--- config.mk ---
export PLATFORM = sky130hd
export DESIGN_NAME = drift_test_ctrl
export DESIGN_NICKNAME = d
export VERILOG_FILES = /design/src/rtl/drift_pkg.sv /design/src/rtl/dt_addr_walker.sv /design/src/rtl/dt_drift_timer.sv /design/src/rtl/dt_stuck_tracker.sv /design/src/rtl/drift_test_ctrl.sv
export SDC_FILE = /design/constraint.sdc
export NUM_CORES = 1
export LEC_CHECK = 0
export ABC_AREA = 1
export BUFFER_PORTS_ARGS = -buffer_cell sky130_fd_sc_hd__buf_4
export CAP_MARGIN = 40
export CORE_AREA = 4 4 134 136
export DETAILED_ROUTE_END_ITERATION = 10
export DIE_AREA = 0 0 138 140
export GPL_TIMING_DRIVEN = 0
export PLACE_DENSITY = 0.76
export REMOVE_ABC_BUFFERS = 1
export SLEW_MARGIN = 30
export SYNTH_ARGS = -nofsm -noshare
export SYNTH_HDL_FRONTEND = slang
export SYNTH_SLANG_ARGS = --single-unit
--- constraint.sdc ---
create_clock -name clk_i -period 2.81 [get_ports clk_i]
set_input_delay 0.281 -clock clk_i [delete_from_list [all_inputs] [get_ports clk_i]]
set_output_delay 0.281 -clock clk_i [all_outputs]
set_load 0.05 [all_outputs]
--- src/rtl/drift_pkg.sv ---
package drift_pkg;
  typedef enum logic [2:0] {
    ST_IDLE,
    ST_WRITE,
    ST_WAIT,
    ST_RD_REQ,
    ST_RD_CAP,
    ST_RD_OUT,
    ST_DONE
  } dt_state_e;
endpackage

--- src/rtl/dt_addr_walker.sv ---
module dt_addr_walker #(
  parameter int ROW_W = 4,
  parameter int COL_W = 4
) (
  input  logic             clk_i,
  input  logic             rst_ni,
  input  logic             load_i,
  input  logic             rewind_i,
  input  logic             step_i,
  input  logic [ROW_W-1:0] row_first_i,
  input  logic [ROW_W-1:0] row_last_i,
  input  logic [COL_W-1:0] col_first_i,
  input  logic [COL_W-1:0] col_last_i,
  output logic [ROW_W-1:0] row_o,
  output logic [COL_W-1:0] col_o,
  output logic [ROW_W-1:0] row_first_o,
  output logic [ROW_W-1:0] row_last_o,
  output logic [COL_W-1:0] col_first_o,
  output logic [COL_W-1:0] col_last_o,
  output logic             last_o
);
  logic [ROW_W-1:0] row_q, rf_q, rl_q;
  logic [COL_W-1:0] col_q, cf_q, cl_q;
  logic             row_end;

  assign row_end = (col_q == cl_q);
  assign last_o  = row_end && (row_q == rl_q);

  always_ff @(posedge clk_i or negedge rst_ni) begin
    if (!rst_ni) begin
      row_q <= '0;
      col_q <= '0;
      rf_q  <= '0;
      rl_q  <= '0;
      cf_q  <= '0;
      cl_q  <= '0;
    end else if (load_i) begin
      rf_q  <= row_first_i;
      rl_q  <= row_last_i;
      cf_q  <= col_first_i;
      cl_q  <= col_last_i;
      row_q <= row_first_i;
      col_q <= col_first_i;
    end else if (rewind_i) begin
      row_q <= rf_q;
      col_q <= cf_q;
    end else if (step_i) begin
      if (row_end) begin
        col_q <= cf_q;
        row_q <= row_q + 1'b1;
      end else begin
        col_q <= col_q + 1'b1;
      end
    end
  end

  assign row_o       = row_q;
  assign col_o       = col_q;
  assign row_first_o = rf_q;
  assign row_last_o  = rl_q;
  assign col_first_o = cf_q;
  assign col_last_o  = cl_q;


  step_in_rect_chk: assert property (@(posedge clk_i) disable iff (!rst_ni)
    step_i && !load_i && !rewind_i && !last_o |=> (row_q <= rl_q) && (col_q <= cl_q));
endmodule

--- src/rtl/dt_drift_timer.sv ---
module dt_drift_timer #(
  parameter int CNT_W = 32
) (
  input  logic             clk_i,
  input  logic             rst_ni,
  input  logic             load_i,
  input  logic [CNT_W-1:0] cycles_i,
  input  logic             tick_i,
  output logic             zero_o,
  output logic             one_o
);
  logic [CNT_W-1:0] cnt_q;

  always_ff @(posedge clk_i or negedge rst_ni) begin
    if (!rst_ni)                      cnt_q <= '0;
    else if (load_i)                  cnt_q <= cycles_i;
    else if (tick_i && cnt_q != '0)   cnt_q <= cnt_q - 1'b1;
  end

  assign zero_o = (cnt_q == '0);
  assign one_o  = (cnt_q == CNT_W'(1));


  tick_nonzero_chk: assert property (@(posedge clk_i) disable iff (!rst_ni)
    tick_i |-> !zero_o);
endmodule

--- src/rtl/dt_stuck_tracker.sv ---
module dt_stuck_tracker #(
  parameter int ROW_W = 4,
  parameter int COL_W = 4
) (
  input  logic             clk_i,
  input  logic             rst_ni,
  input  logic             clear_i,
  input  logic             upd_i,
  input  logic [ROW_W-1:0] row_i,
  input  logic [COL_W-1:0] col_i,
  input  logic             mismatch_i,
  input  logic [ROW_W-1:0] row_first_i,
  input  logic [ROW_W-1:0] row_last_i,
  input  logic [COL_W-1:0] col_first_i,
  input  logic [COL_W-1:0] col_last_i,
  output logic             row_stuck_o,
  output logic             col_stuck_o
);
  localparam int NCOL  = 1 << COL_W;
  localparam int TLY_W = ROW_W + 1;

  logic [TLY_W-1:0] col_tally_q [NCOL];
  logic [TLY_W-1:0] tally_next, n_rows;
  logic             row_all_q, row_all_next;

  assign n_rows       = {1'b0, row_last_i} - {1'b0, row_first_i} + TLY_W'(1);
  assign tally_next   = col_tally_q[col_i] + TLY_W'(mismatch_i);
  assign row_all_next = (col_i == col_first_i) ? mismatch_i : (row_all_q && mismatch_i);

  always_ff @(posedge clk_i or negedge rst_ni) begin
    if (!rst_ni) begin
      for (int i = 0; i < NCOL; i++) col_tally_q[i] <= '0;
      row_all_q <= 1'b0;
    end else if (clear_i) begin
      for (int i = 0; i < NCOL; i++) col_tally_q[i] <= '0;
      row_all_q <= 1'b0;
    end else if (upd_i) begin
      col_tally_q[col_i] <= tally_next;
      row_all_q          <= row_all_next;
    end
  end

  assign row_stuck_o = upd_i && (col_i == col_last_i) && row_all_next;
  assign col_stuck_o = upd_i && (row_i == row_last_i) && (tally_next == n_rows);


  row_stuck_mis_chk: assert property (@(posedge clk_i) disable iff (!rst_ni)
    row_stuck_o |-> mismatch_i);

  col_stuck_mis_chk: assert property (@(posedge clk_i) disable iff (!rst_ni)
    col_stuck_o |-> mismatch_i);
endmodule

--- src/rtl/drift_test_ctrl.sv ---
module drift_test_ctrl
  import drift_pkg::*;
#(
  parameter int ROW_W  = 4,
  parameter int COL_W  = 4,
  parameter int CODE_W = 5,
  parameter int CNT_W  = 32
) (
  input  logic              clk_i,
  input  logic              rst_ni,
  input  logic              start_i,
  input  logic [ROW_W-1:0]  row_first_i,
  input  logic [ROW_W-1:0]  row_last_i,
  input  logic [COL_W-1:0]  col_first_i,
  input  logic [COL_W-1:0]  col_last_i,
  input  logic [CNT_W-1:0]  drift_cycles_i,
  output logic              busy_o,
  output logic              done_o,
  output logic              mem_req_o,
  output logic              mem_we_o,
  output logic [ROW_W-1:0]  mem_row_o,
  output logic [COL_W-1:0]  mem_col_o,
  output logic [CODE_W-1:0] mem_wdata_o,
  input  logic [CODE_W-1:0] mem_rdata_i,
  output logic              res_valid_o,
  input  logic              res_ready_i,
  output logic [ROW_W-1:0]  res_row_o,
  output logic [COL_W-1:0]  res_col_o,
  output logic [CODE_W-1:0] res_code_o,
  output logic              res_mismatch_o,
  output logic              res_row_stuck_o,
  output logic              res_col_stuck_o
);
  localparam logic [CODE_W-1:0] TOP_CODE = {CODE_W{1'b1}};

  dt_state_e        state_q, state_d;
  logic             start_ok, accept, at_last, tmr_zero, tmr_one, mismatch;
  logic             wr_last, row_stuck, col_stuck;
  logic [ROW_W-1:0] cur_row, rf, rl;
  logic [COL_W-1:0] cur_col, cf, cl;

  assign start_ok = start_i && (state_q == ST_IDLE);
  assign accept   = (state_q == ST_RD_OUT) && res_ready_i;
  assign wr_last  = (state_q == ST_WRITE) && at_last;
  assign mismatch = (mem_rdata_i != TOP_CODE);

  dt_addr_walker #(.ROW_W(ROW_W), .COL_W(COL_W)) u_walk (
    .clk_i       (clk_i),
    .rst_ni      (rst_ni),
    .load_i      (start_ok),
    .rewind_i    (wr_last),
    .step_i      (((state_q == ST_WRITE) || accept) && !at_last),
    .row_first_i (row_first_i),
    .row_last_i  (row_last_i),
    .col_first_i (col_first_i),
    .col_last_i  (col_last_i),
    .row_o       (cur_row),
    .col_o       (cur_col),
    .row_first_o (rf),
    .row_last_o  (rl),
    .col_first_o (cf),
    .col_last_o  (cl),
    .last_o      (at_last)
  );

  dt_drift_timer #(.CNT_W(CNT_W)) u_tmr (
    .clk_i    (clk_i),
    .rst_ni   (rst_ni),
    .load_i   (start_ok),
    .cycles_i (drift_cycles_i),
    .tick_i   (state_q == ST_WAIT),
    .zero_o   (tmr_zero),
    .one_o    (tmr_one)
  );

  dt_stuck_tracker #(.ROW_W(ROW_W), .COL_W(COL_W)) u_stuck (
    .clk_i       (clk_i),
    .rst_ni      (rst_ni),
    .clear_i     (start_ok),
    .upd_i       (state_q == ST_RD_CAP),
    .row_i       (cur_row),
    .col_i       (cur_col),
    .mismatch_i  (mismatch),
    .row_first_i (rf),
    .row_last_i  (rl),
    .col_first_i (cf),
    .col_last_i  (cl),
    .row_stuck_o (row_stuck),
    .col_stuck_o (col_stuck)
  );

  always_comb begin
    state_d = state_q;
    unique case (state_q)
      ST_IDLE:   if (start_i) state_d = ST_WRITE;
      ST_WRITE:  if (at_last) state_d = tmr_zero ? ST_RD_REQ : ST_WAIT;
      ST_WAIT:   if (tmr_one) state_d = ST_RD_REQ;
      ST_RD_REQ: state_d = ST_RD_CAP;
      ST_RD_CAP: state_d = ST_RD_OUT;
      ST_RD_OUT: if (res_ready_i) state_d = at_last ? ST_DONE : ST_RD_REQ;
      ST_DONE:   state_d = ST_IDLE;
      default:   state_d = ST_IDLE;
    endcase
  end

  always_ff @(posedge clk_i or negedge rst_ni) begin
    if (!rst_ni) state_q <= ST_IDLE;
    else         state_q <= state_d;
  end

  always_ff @(posedge clk_i or negedge rst_ni) begin
    if (!rst_ni) begin
      res_row_o       <= '0;
      res_col_o       <= '0;
      res_code_o      <= '0;
      res_mismatch_o  <= 1'b0;
      res_row_stuck_o <= 1'b0;
      res_col_stuck_o <= 1'b0;
    end else if (state_q == ST_RD_CAP) begin
      res_row_o       <= cur_row;
      res_col_o       <= cur_col;
      res_code_o      <= mem_rdata_i;
      res_mismatch_o  <= mismatch;
      res_row_stuck_o <= row_stuck;
      res_col_stuck_o <= col_stuck;
    end
  end

  assign busy_o      = (state_q != ST_IDLE);
  assign done_o      = (state_q == ST_DONE);
  assign mem_req_o   = (state_q == ST_WRITE) || (state_q == ST_RD_REQ);
  assign mem_we_o    = (state_q == ST_WRITE);
  assign mem_row_o   = cur_row;
  assign mem_col_o   = cur_col;
  assign mem_wdata_o = TOP_CODE;
  assign res_valid_o = (state_q == ST_RD_OUT);


  res_hold_chk: assert property (@(posedge clk_i) disable iff (!rst_ni)
    res_valid_o && !res_ready_i |=> res_valid_o && $stable(res_row_o) && $stable(res_col_o)
      && $stable(res_code_o) && $stable(res_row_stuck_o) && $stable(res_col_stuck_o));

  no_req_stall_chk: assert property (@(posedge clk_i) disable iff (!rst_ni)
    res_valid_o |-> !mem_req_o);

  one_read_chk: assert property (@(posedge clk_i) disable iff (!rst_ni)
    mem_req_o && !mem_we_o |=> !mem_req_o);

  wait_quiet_chk: assert property (@(posedge clk_i) disable iff (!rst_ni)
    (state_q == ST_WAIT) |-> !mem_req_o && !res_valid_o);

  done_pulse_chk: assert property (@(posedge clk_i) disable iff (!rst_ni)
    done_o |=> !done_o && !busy_o);

  busy_bounds_chk: assert property (@(posedge clk_i) disable iff (!rst_ni)
    busy_o && start_i |=> $stable(rf) && $stable(rl) && $stable(cf) && $stable(cl));
endmodule

# Yosys cells after proc, flatten, opt, wreduce, memory -nomap -nowiden
# Index checks and enable logic that the tools add are counted.
dict set report word_totals {
  reg_bits 156
  elab_cells 109
  in_bits 57
  out_inout_bits 34
}
dict set report classes {
  n_addsub 6
  n_reduce_logical 25
  bitwise_logic 1
  eq_ne 16
  n_mux 28
  n_lt_le_gt_ge 2
}
# op count
set op_table {}
lappend op_table {{$mux W80} 2}
lappend op_table {{$bwmux W80} 1}
lappend op_table {{$mux W32} 2}
lappend op_table {{$eq A32 B1 Y1 const B} 1}
lappend op_table {{$logic_not A32 Y1} 1}
lappend op_table {{$mux W4} 8}
lappend op_table {{$reduce_bool A32 Y1} 1}
lappend op_table {{$sub A32 B1 Y32 const B} 1}
lappend op_table {{$bmux W5 S4} 1}
lappend op_table {{$demux W5 S4} 1}
lappend op_table {{$pmux W3 S6} 1}
lappend op_table {{$mux W3} 5}
lappend op_table {{$mux W5} 3}
lappend op_table {{$eq A4 B4 Y1} 3}
lappend op_table {{$logic_and A1 B1 Y1} 12}
lappend op_table {{$eq A3 B3 Y1 const B} 3}
lappend op_table {{$reduce_bool A3 Y1} 3}
lappend op_table {{$add A4 B1 Y4 const B} 2}
lappend op_table {{$eq A3 B2 Y1 const B} 2}
lappend op_table {{$add A5 B1 Y5} 1}
lappend op_table {{$add A5 B1 Y5 const B} 1}
lappend op_table {{$eq A5 B5 Y1} 1}
lappend op_table {{$ge A5 B5 Y1 const B} 1}
lappend op_table {{$lt A5 B1 Y1 const B} 1}
lappend op_table {{13 further kinds} 20}

# Logic depth before layout (Yosys ltp)
# Gate-level depths: netlist of run 1.
dict set report logic_depth {
  ltp_word 8
  depth_mapped 18
  depth_no_buf 16
}

# By module
# From an unflattened synthesis of run 1, not the netlist that was laid out.
dict set report unflattened {
  cells_unflattened 1317
  area_unflattened_um2 9480.3
}
# mod n_inst area_each_um2 cells_each
set by_module_without_submodules {}
lappend by_module_without_submodules {dt_stuck_tracker 1 4544.4 590}
lappend by_module_without_submodules {dt_drift_timer 1 2678.8 432}
lappend by_module_without_submodules {dt_addr_walker 1 1308.8 165}
lappend by_module_without_submodules {drift_test_ctrl 1 948.4 130}

# Worst setup path before layout of run 1
# Ideal clock, no wire load.
dict set report synth_path {
  path_type {register to register}
  from {reg u_walk.col_q[0] (netlist: u_walk.col_o[0])}
  to {reg res_col_stuck_o}
  setup_slack_ns -0.381
  setup_time_ns 0.078
  required_time_ns 2.732
  arrival_time_ns 3.113
  stages_incl_launch_ff 17
  path_cell_list {dfrtp_1 buf_6 buf_6 buf_6 buf_2 a21oi_1 o21ai_0 nand2_1 a2111o_1 ha_1 ha_1 xor2_1 nor4_1 nand2_1 nor2_1 nand3_1 o21bai_1}
}
dict set report synth_between {
  elab_chain_len 7
}
# item line_no
set synth_lines {}
lappend synth_lines {{start, declared} dt_addr_walker.sv:23} ;# logic [COL_W-1:0] col_q, cf_q, cl_q;
lappend synth_lines {{start signal, assigned} dt_addr_walker.sv:43} ;# col_q <= col_first_i;
lappend synth_lines {{start signal, assigned} dt_addr_walker.sv:46} ;# col_q <= cf_q;
lappend synth_lines {{start signal, assigned} dt_addr_walker.sv:49} ;# col_q <= cf_q;
lappend synth_lines {{$not A4 Y5 (not written as such)} dt_stuck_tracker.sv:27} ;# assign tally_next = col_tally_q[col_i] + TLY_W'(mismatch_i);
lappend synth_lines {{$bmux W5 S4} dt_stuck_tracker.sv:27}
lappend synth_lines {{$mux W5 (not written as such) (2 in a row)} dt_stuck_tracker.sv:27}
lappend synth_lines {{$add A5 B1 Y5} dt_stuck_tracker.sv:27}
lappend synth_lines {{$eq A5 B5 Y1} dt_stuck_tracker.sv:44} ;# assign col_stuck_o = upd_i && (row_i == row_last_i) && (tally_next == n_rows);
lappend synth_lines {{$logic_and A1 B1 Y1} dt_stuck_tracker.sv:44}
lappend synth_lines {{end signal, assigned} drift_test_ctrl.sv:125} ;# res_col_stuck_o <= col_stuck;
lappend synth_lines {{end, declared} drift_test_ctrl.sv:32} ;# output logic res_col_stuck_o
# Every way passes these cells. The select of a mux whose other input is x is not followed.
# A chain may end at the register's enable or synchronous reset.

# Worst setup path in the final report of run 1
dict set report layout_path {
  from {reg u_walk.col_q[0] (netlist: u_walk.col_o[0])}
  to {reg u_stuck.col_tally_q[6] (netlist bit)}
}
dict set report layout_between {
  elab_chain_len 8
  elab_cells_between_ends 13
  cone_classes {add/sub: 1; order compare: 2; mux: 8; bitwise: 1; reduce/logical: 1}
}
# item line_no
set layout_lines {}
lappend layout_lines {{$not A4 Y5 (not written as such) (*)} {dt_stuck_tracker.sv:27, dt_stuck_tracker.sv:38}}
lappend layout_lines {{$bmux W5 S4 (tied with other cells)} dt_stuck_tracker.sv:27}
lappend layout_lines {{$mux W5 (not written as such) / $logic_and A1 B1 Y1 (equally long branches)} {dt_stuck_tracker.sv:27, dt_stuck_tracker.sv:38}}
lappend layout_lines {{$mux W5 (on tied branches)} {dt_stuck_tracker.sv:27, dt_stuck_tracker.sv:38}}
lappend layout_lines {{$add A5 B1 Y5 / $demux W5 S4 (equally long branches)} {dt_stuck_tracker.sv:27, dt_stuck_tracker.sv:38}}
lappend layout_lines {{$bwmux W80 (*)} dt_stuck_tracker.sv:38} ;# col_tally_q[col_i] <= tally_next;
lappend layout_lines {{$mux W80 (*)} dt_stuck_tracker.sv:37} ;# end else if (upd_i) begin
lappend layout_lines {{$mux W80 (*)} dt_stuck_tracker.sv:34} ;# end else if (clear_i) begin
lappend layout_lines {{end signal, assigned by index} dt_stuck_tracker.sv:38}
lappend layout_lines {{end, declared} dt_stuck_tracker.sv:22} ;# logic [TLY_W-1:0] col_tally_q [NCOL];
# Mark *: on every way between the ends. The rest lies on a longest branch, timed or not. The select of a mux whose other input is x is not followed.

==> flow_summary.ini, run 1 <==
[run_status]
status = finished, final reports clean

[sta]
worst_slew_pin_slew_ns = 0.670
min_period_over_period = 0.952
finalHoldViolCount = 0
tns_ns = 0
grt_setup_unrepaired = false
fmax_mhz = 374
relSlewSlack = 0.553
period_minus_slack_ns = 2.67
report.final.slew_viol_count = 0
setup_ws_ns = 0.135
clock_skew_ns = 0.00866
setup_viol = 0

[clock_tree]
cts.sinks = 156
htreeDepth = 4
cts_buffers = 17
clk_latency_ns = 0.42
path_clk_slew_ns = 0.06
root_buffer = clkbuf_16
cts_buffer_depth = 2
cts_tree = built

[floorplan]
coreArea_um2 = 16900
ios = 91
die_h_um = 140
die-area_um2 = 19300
fp-row-count = 48
initial_core_util = 0.523
die_x_um = 138

[critical_path]
required_ns = 3.08
start_kind = register
cp_slowest_cell = dfrtp_4
cp_max_fo = 16
worstSetupEndpointType = register
cpPeakStageDelay_ns = 0.56
crit_chain = buf_6, o21ai_1, a21oi_1, a2111o_1, ha_2, ha_4, inv_1, o21ai_0
arrival_ns = 2.95
path_class = reg2reg

[synth]
yosysMostFrequentCell = nand2_1
synth_edf_count = 0
ys_types = 49
ys_seq_area_frac = 0.441
synth.area.top_cells = dfrtp_1, nand2_1, inv_1, nand3_1, o21ai_0
synth_ff_type = dfrtp_1
synth_area_um2 = 8860
synth_top_area_cell = dfrtp_1
ys_async_sr_fraction = 1.00
synth-seq-cells = 156
avgSynthCellArea_um2 = 8.11
netlist_instances = 1092
ys_warn_count = 0
netlist.area_leader.share = 0.441
synthTopCellsByCount = nand2_1, dfrtp_1, inv_1

[place]
place_congestion = 0.859
dp_hpwl_mm = 14.1
portBuffers = 85
pre_cts_ws_ns = -0.936

[routing]
drc = 0
vias_per_cell = 5.56
vias = 7828
dr.first_iter.drc_count = 615
post_drt_wl_per_cell_um = 16.5
wirelength_mm = 23.3
drtPass1Iterations = 5
ant_nets = 0

[power]
ir_drop_mv = 0.940
power.leakage_nw = 5.04
p_per_area_nw_per_um2 = 1280

[global_route]
antenna_found_initial = 0
overflow = 0
grt_max_degree = 85
grt_pass1_vias = 7653
grt_usage = 0.238
grt_pass1_wl_mm = 38.0

[cells_and_area]
final_nets = 1245
drive_gt1_frac = 0.187
finalCoreUtilization = 0.613
fillerInstances = 1504
areaGrowthSynthToFinish_pct = 17.1
antenna_cells = 0

[worst_hold_path]
hp-class = in2reg

[run]
drv_cap = 0
## layout make-up
type | instances | area [um2] | area share
Multi-Input combinational cell | 754 | 4180 | 0.403
Timing Repair inverter | 2 | 17.5 | 0.00169
Clock inverter | 6 | 85.1 | 0.00820
Sequential cell | 156 | 3910 | 0.377
Timing Repair Buffer | 103 | 843 | 0.0813
Inverter | 137 | 552 | 0.0532
Clock buffer | 25 | 505 | 0.0487
Tap cell | 225 | 282 | 0.0271
## cells in the final DEF, fill, tap and decap left out, types with 12 or more instances in the layout
master / instances
a21oi_1: 32
buf_4: 95
clkbuf_16: 17
dfrtp_1: 153
ha_1: 14
inv_1: 118
inv_2: 14
nand2_1: 245
nand2_2: 12
nand3_1: 84
nor2_1: 65
o211ai_1: 24
o21ai_0: 68
o21ai_1: 31
o22ai_1: 45
o22ai_2: 16
xor2_1: 25
## per-stage QoR
stage / cell area, um2 / hold slack, ns / std cells / power, W
after detailed placement: 9540 / 0.293 / 1357 / 0.0104
after global placement: 9470 / 0.466 / 1355 / 0.0103
final: 10400 / 0.0546 / 1408 / 0.0133
after floorplan: 8550 / -0.0146 / 1045 / 0.00846
after global routing: 10400 / 0.0503 / 1408 / 0.0143
after CTS: 10300 / 0.0400 / 1401 / 0.0131
## report_power, final
part	switching [W]	total, W	internal (W)
sequential	0.000624	0.00351	0.00289
combinational	0.00509	0.00747	0.00238
clock	0.000903	0.00232	0.00142
## critical path, delay by kind of cell, from the launching register on
family	cells	cell delay [ns]
DFF	1	0.56
buffers and inverters	2	0.64
adders and majority gates	2	0.45
AOI/OAI and AO/OA	4	0.87
## layer usage
metal | track usage | up-vias | routed length [um]
li1 | - | 3788 | -
met1 | 0.321 | 3740 | 10200
met2 | 0.390 | 263 | 11200
met3 | 0.0444 | 37 | 1470
met4 | 0.0837 | 0 | 414
met5 | 0 | - | 0
## cell families (layout without fill, tap and decap cells)
group | after synthesis | after routing | share of synthesized area
and+or+nand+nor | 457 | 459 | 0.236
AOI/OAI and AO/OA | 240 | 240 | 0.169
buffers and inverters | 188 | 273 | 0.0956
DFF | 156 | 156 | 0.441
xor gates and xnor gates | 33 | 33 | 0.0335
adders and majority gates | 17 | 17 | 0.0249
other | 1 | 5 | 0.000423
## registers in the layout, indices dropped and copies added (netlist names), 3 cells and up
name and flops:
res_code_o 5, res_col_o 4, res_row_o 4, state_q 3, u_stuck.col_tally_q 80, u_tmr.cnt_q 32
u_walk.col_first_o 4, u_walk.col_last_o 4, u_walk.col_o 4, u_walk.row_first_o 4, u_walk.row_last_o 4, u_walk.row_o 4
## path summary, 6_finish.rpt
path                                        startpoint                                  end  slack [ns]  depth (start not counted)
min in group asynchronous                       rst_ni  u_stuck.col_tally_q[52]$_DFFE_PN0P_        0.42                          2
setup reg to reg           u_walk.col_o[0]$_DFFE_PN0P_   u_stuck.col_tally_q[6]$_DFFE_PN0P_        0.14                          8
hold / removal                           col_last_i[1]     u_walk.col_last_o[1]$_DFFE_PN0P_        0.05                          3
max in group asynchronous                       rst_ni          u_walk.col_o[0]$_DFFE_PN0P_        1.54                          3
setup / recovery           u_walk.col_o[0]$_DFFE_PN0P_   u_stuck.col_tally_q[6]$_DFFE_PN0P_        0.14                          8
hold reg to reg              res_code_o[1]$_DFFE_PN0P_            res_code_o[1]$_DFFE_PN0P_        0.48                          2
## timing repair
action	in CTS	in global routing
resized for setup	17	5
endpoints found under the hold margin	72	0
setup buffers	11	4
setup endpoints to repair	120	44
pin swaps	3	2
gates cloned	1	3
hold buffers	1	0
(Power assumes the default switching activity.)
==> inputs of run 2 (changes only) <==
Settings changed: PLACE_DENSITY 0.76 to 0.83.
==> run 2 against run 1 <==
  * Clock skew decreased by 0.0015 ns
  * Design area increased by 0.48%
  * Critical path depth increased by 1
  * Wire length increased by 0.12%
  * Combinational power increased by 2%
  * Maximum frequency decreased by 2.7%
  * Critical path type unchanged
  * Largest cell class unchanged
  * Highest routed layer unchanged
==> flow_summary.ini, run 2 (same netlist as run 1, synthesis figures left out) <==
[critical_path]
rr_endpoint = u_stuck.col_tally_q[66]$_DFFE_PN0P_
reg2reg_depth = 9
worstSetupEndpointType = register
required_ns = 3.08
crit_chain = inv_12, a21oi_1, o21ai_1, a21boi_1, a2111o_1, ha_4, ha_4, inv_1, o21ai_0
start_kind = register
path_class = reg2reg
cp_max_fo = 16
cp_slowest_cell = dfrtp_4
crit_path_frequent_cell = ha_4
rrSetupSlack_ns = 0.06
r2r_start = u_walk.col_o[0]$_DFFE_PN0P_
arrival_ns = 3.02
cpPeakStageDelay_ns = 0.57

[sta]
min_period_over_period = 0.978
period_minus_slack_ns = 2.75
fmax_mhz = 364
grt_setup_unrepaired = false
setup_viol = 0
finalHoldViolCount = 0
clock_skew_ns = 0.00713
hold_ws_ns = 0.0381
setup_ws_ns = 0.0604
relSlewSlack = 0.558
report.final.slew_viol_count = 0
worst_slew_pin_slew_ns = 0.662

[cells_and_area]
final_common_cell = nand2_1
largest_register_ffs = 80
layout_common_cells = nand2_1, dfrtp_1, inv_1
drive_gt1_frac = 0.189
antenna_cells = 0
reg.largest.list = u_stuck.col_tally_q x80, u_tmr.cnt_q x32, res_code_o x5
final_nets = 1244
areaGrowthSynthToFinish_pct = 17.7
stdcell_area_um2 = 10400
finalCoreUtilization = 0.616
regMostFlops = u_stuck.col_tally_q

[global_route]
antenna_found_initial = 0
grt_max_degree = 84
grt_pass1_wl_mm = 37.8
grt_pass1_vias = 7630
overflow = 0
grt_usage = 0.238

[worst_hold_path]
min_to = u_walk.row_last_o[2]$_DFFE_PN0P_
worst_hold_startpoint = row_last_i[2]
worstHoldPathCells = 3
hp-class = in2reg

[clock_tree]
clk_latency_ns = 0.43
cts_buffers = 17
cts.sinks = 156
htreeDepth = 4
root_buffer = clkbuf_16
cts_tree = built
path_clk_slew_ns = 0.07
cts_buffer_depth = 2

[power]
power.leakage_nw = 5.06
ir_drop_mv = 0.840
p_per_area_nw_per_um2 = 1300

[run]
drv_cap = 0

[floorplan]
die_x_um = 138
initial_core_util = 0.523
die-area_um2 = 19300
ios = 91
fp-row-count = 48
die_h_um = 140
coreArea_um2 = 16900

[place]
portBuffers = 85
place_congestion = 0.866
dp_hpwl_mm = 14.4
pre_cts_ws_ns = -0.989
placed_cell_area_um2 = 9540

[routing]
drc = 0
drtPass1Iterations = 5
ant_nets = 0
post_drt_wl_per_cell_um = 16.5
dr.first_iter.drc_count = 731
wirelength_mm = 23.3
vias = 7968
vias_per_cell = 5.66

[run_status]
status = finished, final reports clean
-- run 2: cell count changes in the layout (fill, tap and decap cells not counted), sizes merged --
cell	change
bufinv	+1
clkbuf	-6
clkinv	+5
clkinvlp	+1
nand3	-1
-- run 2: power breakdown --
part / leakage (nW) / switching [W] / internal, W
clock network: 0.296 / 0.000962 / 0.00145
logic: 2.71 / 0.00516 / 0.00243
registers: 2.05 / 0.000632 / 0.00289
-- run 2: cell type report --
| type | count | area, um2 |
|---|---|---|
| clock buffer | 19 | 453 |
| sequential | 156 | 3910 |
| multi-input combinational | 753 | 4180 |
| fill | 1444 | 6510 |
| tap | 225 | 282 |
| inverter | 137 | 557 |
| timing repair inverter | 2 | 17.5 |
| timing repair buffer | 103 | 855 |
| clock inverter | 13 | 166 |
-- run 2: how the worst max path moves through the flow --
stage / from / endpoint / slack (ns)
2_1_floorplan: state_q[1]$_DFFE_PN0P_ / u_tmr.cnt_q[21]$_DFFE_PN0P_ / -1.55
3_3_place_gp: state_q[0]$_DFFE_PN0P_ / u_tmr.cnt_q[21]$_DFFE_PN0P_ / -3.94
3_5_place_dp: u_walk.col_o[0]$_DFFE_PN0P_ / res_col_stuck_o$_DFFE_PN0P_ / -0.99
4_1_cts: u_walk.col_o[0]$_DFFE_PN0P_ / res_col_stuck_o$_DFFE_PN0P_ / -0.09
5_1_grt: u_walk.col_o[0]$_DFFE_PN0P_ / res_col_stuck_o$_DFFE_PN0P_ / 0.01
6_report: u_walk.col_o[0]$_DFFE_PN0P_ / u_stuck.col_tally_q[66]$_DFFE_PN0P_ / 0.06
-- run 2: timing repair --
item,CTS,global route
endpoints found under the hold margin,82,0
buffers inserted,8,6
hold buffers,1,0
gates resized for setup,14,12
endpoints found under the setup margin,112,80
pin swaps,2,6
cloned,0,3
-- run 2: routing by layer --
metal  global-route usage  vias to the layer above  wire length, um
met4               0.0816                        0              561
li1                     -                     3787                -
met2                0.383                      324            11300
met1                0.325                     3806             9670
met5                    0                        -                0
met3               0.0461                       51             1750
-- run 2: critical path: cells and delay by family (launching register included) --
| family | cells | cell delay [ns] |
|---|---|---|
| buf+inv | 2 | 0.58 |
| fa+ha+maj | 2 | 0.46 |
| compound gates | 5 | 0.98 |
| flops | 1 | 0.57 |
-- run 2: metrics by stage --
stage	cells	power (W)	TNS, ns
finish	1408	0.0135	0
global route	1408	0.0144	0
CTS	1398	0.0132	-0.165
detailed placement	1357	0.0104	-61.12
global placement	1355	0.0103	-356.60
floorplan	1045	0.00846	-144.41
